===== config.mk =====
export PLATFORM = sky130hd
export DESIGN_NAME = frac_clk_div
export DESIGN_NICKNAME = d
export VERILOG_FILES = /design/src/rtl/fcd_pkg.sv /design/src/rtl/fcd_regs.sv /design/src/rtl/fcd_accum.sv /design/src/rtl/fcd_prescale.sv /design/src/rtl/frac_clk_div.sv
export SDC_FILE = /design/constraint.sdc
export NUM_CORES = 1
export LEC_CHECK = 0
export BUFFER_PORTS_ARGS = -buffer_cell sky130_fd_sc_hd__buf_4
export CORE_ASPECT_RATIO = 1.25
export CORE_MARGIN = 1.5
export CORE_UTILIZATION = 31
export CTS_BUF_LIST = sky130_fd_sc_hd__clkbuf_4 sky130_fd_sc_hd__clkbuf_8
export DETAILED_ROUTE_END_ITERATION = 16
export PLACE_DENSITY_LB_ADDON = 0.08
export SYNTH_ARGS = -nofsm -noshare
export SYNTH_HDL_FRONTEND = slang
export SYNTH_SLANG_ARGS = --single-unit

===== constraint.sdc =====
create_clock -name clk -period 3 [get_ports clk]
set_clock_uncertainty 0.05 [all_clocks]
set_input_delay 0.6 -clock clk [delete_from_list [all_inputs] [get_ports clk]]
set_output_delay 0.6 -clock clk [all_outputs]
set_load 0.1 [all_outputs]

===== src/rtl/fcd_pkg.sv =====
package fcd_pkg;
    localparam int REG_W    = 32;
    localparam int FIELD_W  = 5;
    localparam int MULT_W   = FIELD_W + 1;
    localparam int ACC_W    = FIELD_W + 1;
    localparam int KICK_BIT = REG_W - 1;
    localparam logic [MULT_W-1:0] FULL_SCALE = MULT_W'(1 << FIELD_W);

    typedef logic [FIELD_W-1:0] ratio_t;
    typedef logic [MULT_W-1:0]  mult_t;
    typedef logic [ACC_W-1:0]   acc_t;

    typedef struct packed {
        ratio_t shadow;
        ratio_t active;
        logic   kick;
        logic   xfer;
    } ctl_state_t;

    // inverted encoding: field 0 -> 32/32, field 31 -> 1/32
    function automatic mult_t field_to_mult(ratio_t f);
        return FULL_SCALE - {1'b0, f};
    endfunction
endpackage


===== src/rtl/fcd_regs.sv =====
module fcd_regs
    import fcd_pkg::*;
#(
    parameter bit FIELD_REG = 1'b1,
    parameter int FIELD_LSB = 8
) (
    input  logic             clk,
    input  logic             rst_n,
    input  logic             wr_en,
    input  logic             wr_addr,
    input  logic [REG_W-1:0] wr_data,
    output logic             wr_busy,
    input  logic             rd_addr,
    output logic [REG_W-1:0] rd_data,
    input  logic             wrap_i,
    output logic             kick_o,
    output logic             xfer_o,
    output ratio_t           shadow_o,
    output ratio_t           active_o
);
    ctl_state_t s_d, s_q;
    logic field_wr, kick_wr, busy_d;

    always_comb begin
        s_d      = s_q;
        s_d.xfer = 1'b0;
        busy_d   = 1'b0;
        field_wr = wr_en && (wr_addr == FIELD_REG);
        kick_wr  = wr_en && (wr_addr == 1'b0) && wr_data[KICK_BIT];

        if (field_wr && s_q.kick) begin
            busy_d = 1'b1;
        end else begin
            if (field_wr) s_d.shadow = wr_data[FIELD_LSB +: FIELD_W];
            if (kick_wr)  s_d.kick   = 1'b1;
        end

        if (s_q.xfer) begin
            s_d.kick = 1'b0;
        end else if (wrap_i && s_q.kick) begin
            s_d.active = s_q.shadow;
            s_d.xfer   = 1'b1;
        end
    end

    always_ff @(posedge clk) begin
        if (!rst_n) s_q <= '0;
        else        s_q <= s_d;
    end

    always_comb begin
        rd_data = '0;
        if (rd_addr == 1'b0)       rd_data[KICK_BIT] = s_q.kick;
        if (rd_addr == FIELD_REG)  rd_data[FIELD_LSB +: FIELD_W] = s_q.shadow;
    end

    assign wr_busy  = busy_d;
    assign kick_o   = s_q.kick;
    assign xfer_o   = s_q.xfer;
    assign shadow_o = s_q.shadow;
    assign active_o = s_q.active;
endmodule


===== src/rtl/fcd_accum.sv =====
module fcd_accum
    import fcd_pkg::*;
(
    input  logic  clk,
    input  logic  rst_n,
    input  mult_t mult_i,
    output logic  wrap_o
);
    acc_t acc_d, acc_q;
    acc_t sum;

    always_comb begin
        sum    = acc_q + ACC_W'(mult_i);
        wrap_o = (sum >= ACC_W'(FULL_SCALE));
        acc_d  = wrap_o ? (sum - ACC_W'(FULL_SCALE)) : sum;
    end

    always_ff @(posedge clk) begin
        if (!rst_n) acc_q <= '0;
        else        acc_q <= acc_d;
    end
endmodule


===== src/rtl/fcd_prescale.sv =====
module fcd_prescale #(
    parameter int FIXED_DIV = 2
) (
    input  logic clk,
    input  logic rst_n,
    input  logic tick_i,
    output logic en_o
);
    localparam int CNT_W = (FIXED_DIV > 1) ? $clog2(FIXED_DIV) : 1;
    localparam logic [CNT_W-1:0] LAST = CNT_W'(FIXED_DIV - 1);

    typedef struct packed {
        logic [CNT_W-1:0] cnt;
        logic             en;
    } pre_state_t;

    pre_state_t p_d, p_q;

    generate
        if (FIXED_DIV == 1) begin : g_pass
            always_comb begin
                p_d     = p_q;
                p_d.cnt = '0;
                p_d.en  = tick_i;
            end
        end else begin : g_count
            always_comb begin
                p_d    = p_q;
                p_d.en = 1'b0;
                if (tick_i) begin
                    if (p_q.cnt == LAST) begin
                        p_d.cnt = '0;
                        p_d.en  = 1'b1;
                    end else begin
                        p_d.cnt = p_q.cnt + 1'b1;
                    end
                end
            end
        end
    endgenerate

    always_ff @(posedge clk) begin
        if (!rst_n) p_q <= '0;
        else        p_q <= p_d;
    end

    assign en_o = p_q.en;
endmodule


===== src/rtl/frac_clk_div.sv =====
module frac_clk_div
    import fcd_pkg::*;
#(
    parameter bit FIELD_REG = 1'b1,
    parameter int FIELD_LSB = 8,
    parameter int FIXED_DIV = 2
) (
    input  logic        clk,
    input  logic        rst_n,
    input  logic        wr_en,
    input  logic        wr_addr,
    input  logic [31:0] wr_data,
    output logic        wr_busy,
    input  logic        rd_addr,
    output logic [31:0] rd_data,
    output logic        clk_en
);
    logic   kick_w, xfer_w, wrap_w;
    ratio_t shadow_w, active_w;
    mult_t  mult_w;

    fcd_regs #(.FIELD_REG(FIELD_REG), .FIELD_LSB(FIELD_LSB)) u_regs (
        .clk(clk), .rst_n(rst_n),
        .wr_en(wr_en), .wr_addr(wr_addr), .wr_data(wr_data), .wr_busy(wr_busy),
        .rd_addr(rd_addr), .rd_data(rd_data),
        .wrap_i(wrap_w), .kick_o(kick_w), .xfer_o(xfer_w),
        .shadow_o(shadow_w), .active_o(active_w)
    );

    assign mult_w = field_to_mult(active_w);

    fcd_accum u_accum (
        .clk(clk), .rst_n(rst_n), .mult_i(mult_w), .wrap_o(wrap_w)
    );

    fcd_prescale #(.FIXED_DIV(FIXED_DIV)) u_pre (
        .clk(clk), .rst_n(rst_n), .tick_i(wrap_w), .en_o(clk_en)
    );
endmodule


==> impl_metrics.ini <==
[floorplan]
die_x_um = 58.3
die_area_um2 = 4210
coreArea_um2 = 3570
die_h_um = 72.2
num_rows = 24
start_util = 0.332
io_pins = 71

[synthesis]
synth_edf_count = 0
postSynth.asyncResetShare = 0
ys.flop_type = dfxtp_1
syn-mean-instance-area_um2 = 9.27
syn_inst = 128
yosysUniqueCellTypes = 24
synth_top_area_share = 0.338
synthesis.area_um2 = 1190
synth_top_cell_by_area = dfxtp_1
yosys_warnings = 0
synth_area_leaders = dfxtp_1 34%, buf_4 16%, ha_1 9.5%
synthMostInstantiatedCell = buf_4
synth-seq-cells = 20
yosysSeqAreaShare = 0.338
synth_common_cells = 26 x buf_4, 20 x dfxtp_1, 11 x mux2i_1, 11 x nand2_1, 10 x inv_1

[timing]
fin_setup_tns_ps = 0
hold_violations = 0
max_freq_ghz = 0.419
min_period_ps = 2390
rsz0062_at_grt = false
finalSetupViolCount = 0
min_period_over_period = 0.796
slew_violations = 0

[grt]
antenna_found_initial = 0
grtUsageTotal = 0.0990
grt_pass1_vias = 697
grt_pass1_wl_um = 3110
overflow = 0
grt_max_degree = 25

[setup_path]
cpPeakStageDelay_ps = 380
path_delay_family = adder cells
path_cells = inv_1, ha_1, ha_1, inv_1, fa_1, nand2b_1, a21oi_2, mux2i_4, mux2i_1
worst-endpoint-arrival_ps = 2530
reg2reg_from = u_regs.active_o[1]
worst-r2r-setup-slack_ps = 610
cp-start-kind = flop
r2r-end = u_regs.active_o[0]
r2r_cells = 9
path_max_fanout = 5
cp_num_buf_inv = 2
worstPathRequired_ps = 3150
criticalPathCategory = reg -> reg
critPathSlowestCell = fa_1
end_kind = flop

[power_and_ir_drop]
vdd_drop_max_mv = 0.241
power.leakage_nw = 0.628
power.total_w = 0.000956
power.density_nw_per_um2 = 724

[clocking]
post_cts_buffers = 0
clk_root_buffer_cell = clkbuf_8
ctsLongestPathBuffers = 2
clock_sinks = 20
numCtsBuffers = 3
cts_tree = yes
htree_levels = 1
ctsHoldBuffers = 0
cts_resized = 0
clk_pin_slew_ps = 70
clkLatencyLatePin_ps = 260

[drt]
via_per_inst = 4.14
drt_wl_total_um = 1770
ant_nets = 0
drt_iter0_drc = 4
drc_errors = 0
drt_pass1_iterations = 2
wire_per_inst_um = 9.45
num_vias = 774

[cells_and_area]
drive_gt1_frac = 0.169
fin_nets = 196
num-fill-cells = 374
n_antenna_cell = 0
register_area_um2 = 400
area_growth_pct = 11.3
multiInputGateArea_um2 = 643

[placed_design]
finalWeightedCongestion = 0.667
hpwl_um = 1380
place.port_buffers = 18

[min_path]
whs_endpoint = u_pre.en_o
hold_class = reg -> reg
hold_depth = 2
min_from = u_pre.p_q[1]

[run_status]
status = complete, no violations

[run]
cap_violations = 0
## per-layer routing
| layer | up-vias | GRT usage | wire [um] |
|---|---|---|---|
| met5 | - | 0 | 0 |
| met4 | 0 | 0.0775 | 65 |
| met3 | 5 | 0.0214 | 96 |
| met2 | 33 | 0.165 | 858 |
| met1 | 344 | 0.106 | 746 |
| li1 | 392 | - | - |
## layout by cell type, fill, tap and decap left out, drive strengths merged
master   n
nand2b   3
nor2     4
and3     2
nor3b    1
a31oi    1
a21oi    2
mux2i   12
xor2     1
nor2b    8
buf     18
ha       9
xnor2    2
and2     7
clkbuf   4
inv     10
nand3b   3
conb    27
dfxtp   20
fa       1
a21o     1
or3b     1
nand2   11
## worst min-delay path, stage by stage (launching register included)
cell     delay [ps]
dfxtp_1         310
nand2_1          70
nor2_1           40
## kinds of logic (layout without fill, tap and decap cells)
logic type      Yosys count  in the layout  share of synthesized area
simple gates             40             40                      0.188
buf+inv                  38             32                      0.203
other cells               1             27                    0.00316
compound gates            4              4                     0.0232
fa+ha+maj                10             10                      0.112
xor+xnor                  3              3                     0.0222
flops                    20             20                      0.338
mux                      12             12                      0.112
## area by class of cell
cell class | count | area share
multi-input combinational | 96 | 0.487
sequential | 20 | 0.303
timing repair buffer | 18 | 0.102
clock buffer | 4 | 0.0417
tap | 39 | 0.0370
inverter | 10 | 0.0284
## flip-flops by register name (all words and copies together), names as in the netlist
name,cells
u_pre.en_o,1
u_pre.p_q,1
u_accum.acc_q,6
u_regs.xfer_o,1
u_regs.active_o,5
u_regs.kick_o,1
u_regs.shadow_o,5
## per-stage QoR
stage               area (um^2)  utilization  setup WS, ps  cells  hold slack (ps)
CTS                        1320        0.369           574    187              408
floorplan                  1280            -           415    154              377
global placement           1260        0.354           606    183              384
detailed placement         1260        0.354           593    183              389
global route               1320        0.369           384    187              433
finish                     1320        0.369           613    187              407
## power by group
group	internal (W)	total, W	switching (W)
logic	0.000134	0.000443	0.000309
registers	0.000295	0.000307	0.0000122
clock network	0.000117	0.000206	0.0000892
total	0.000545	0.000956	0.000411
## how the worst max path moves through the flow
stage                            start  depth (start not counted)  slack (ps)            endpoint
floorplan                      rd_addr                          1         410         rd_data[31]
global placement    u_regs.active_o[1]                          9         610  u_regs.active_o[0]
finish              u_regs.active_o[1]                          9         610  u_regs.active_o[0]
CTS                 u_regs.active_o[1]                          9         570  u_regs.active_o[0]
global route        u_regs.active_o[1]                          9         380  u_regs.active_o[1]
detailed placement  u_regs.active_o[1]                          9         590  u_regs.active_o[0]
(Power assumes the default switching activity.)
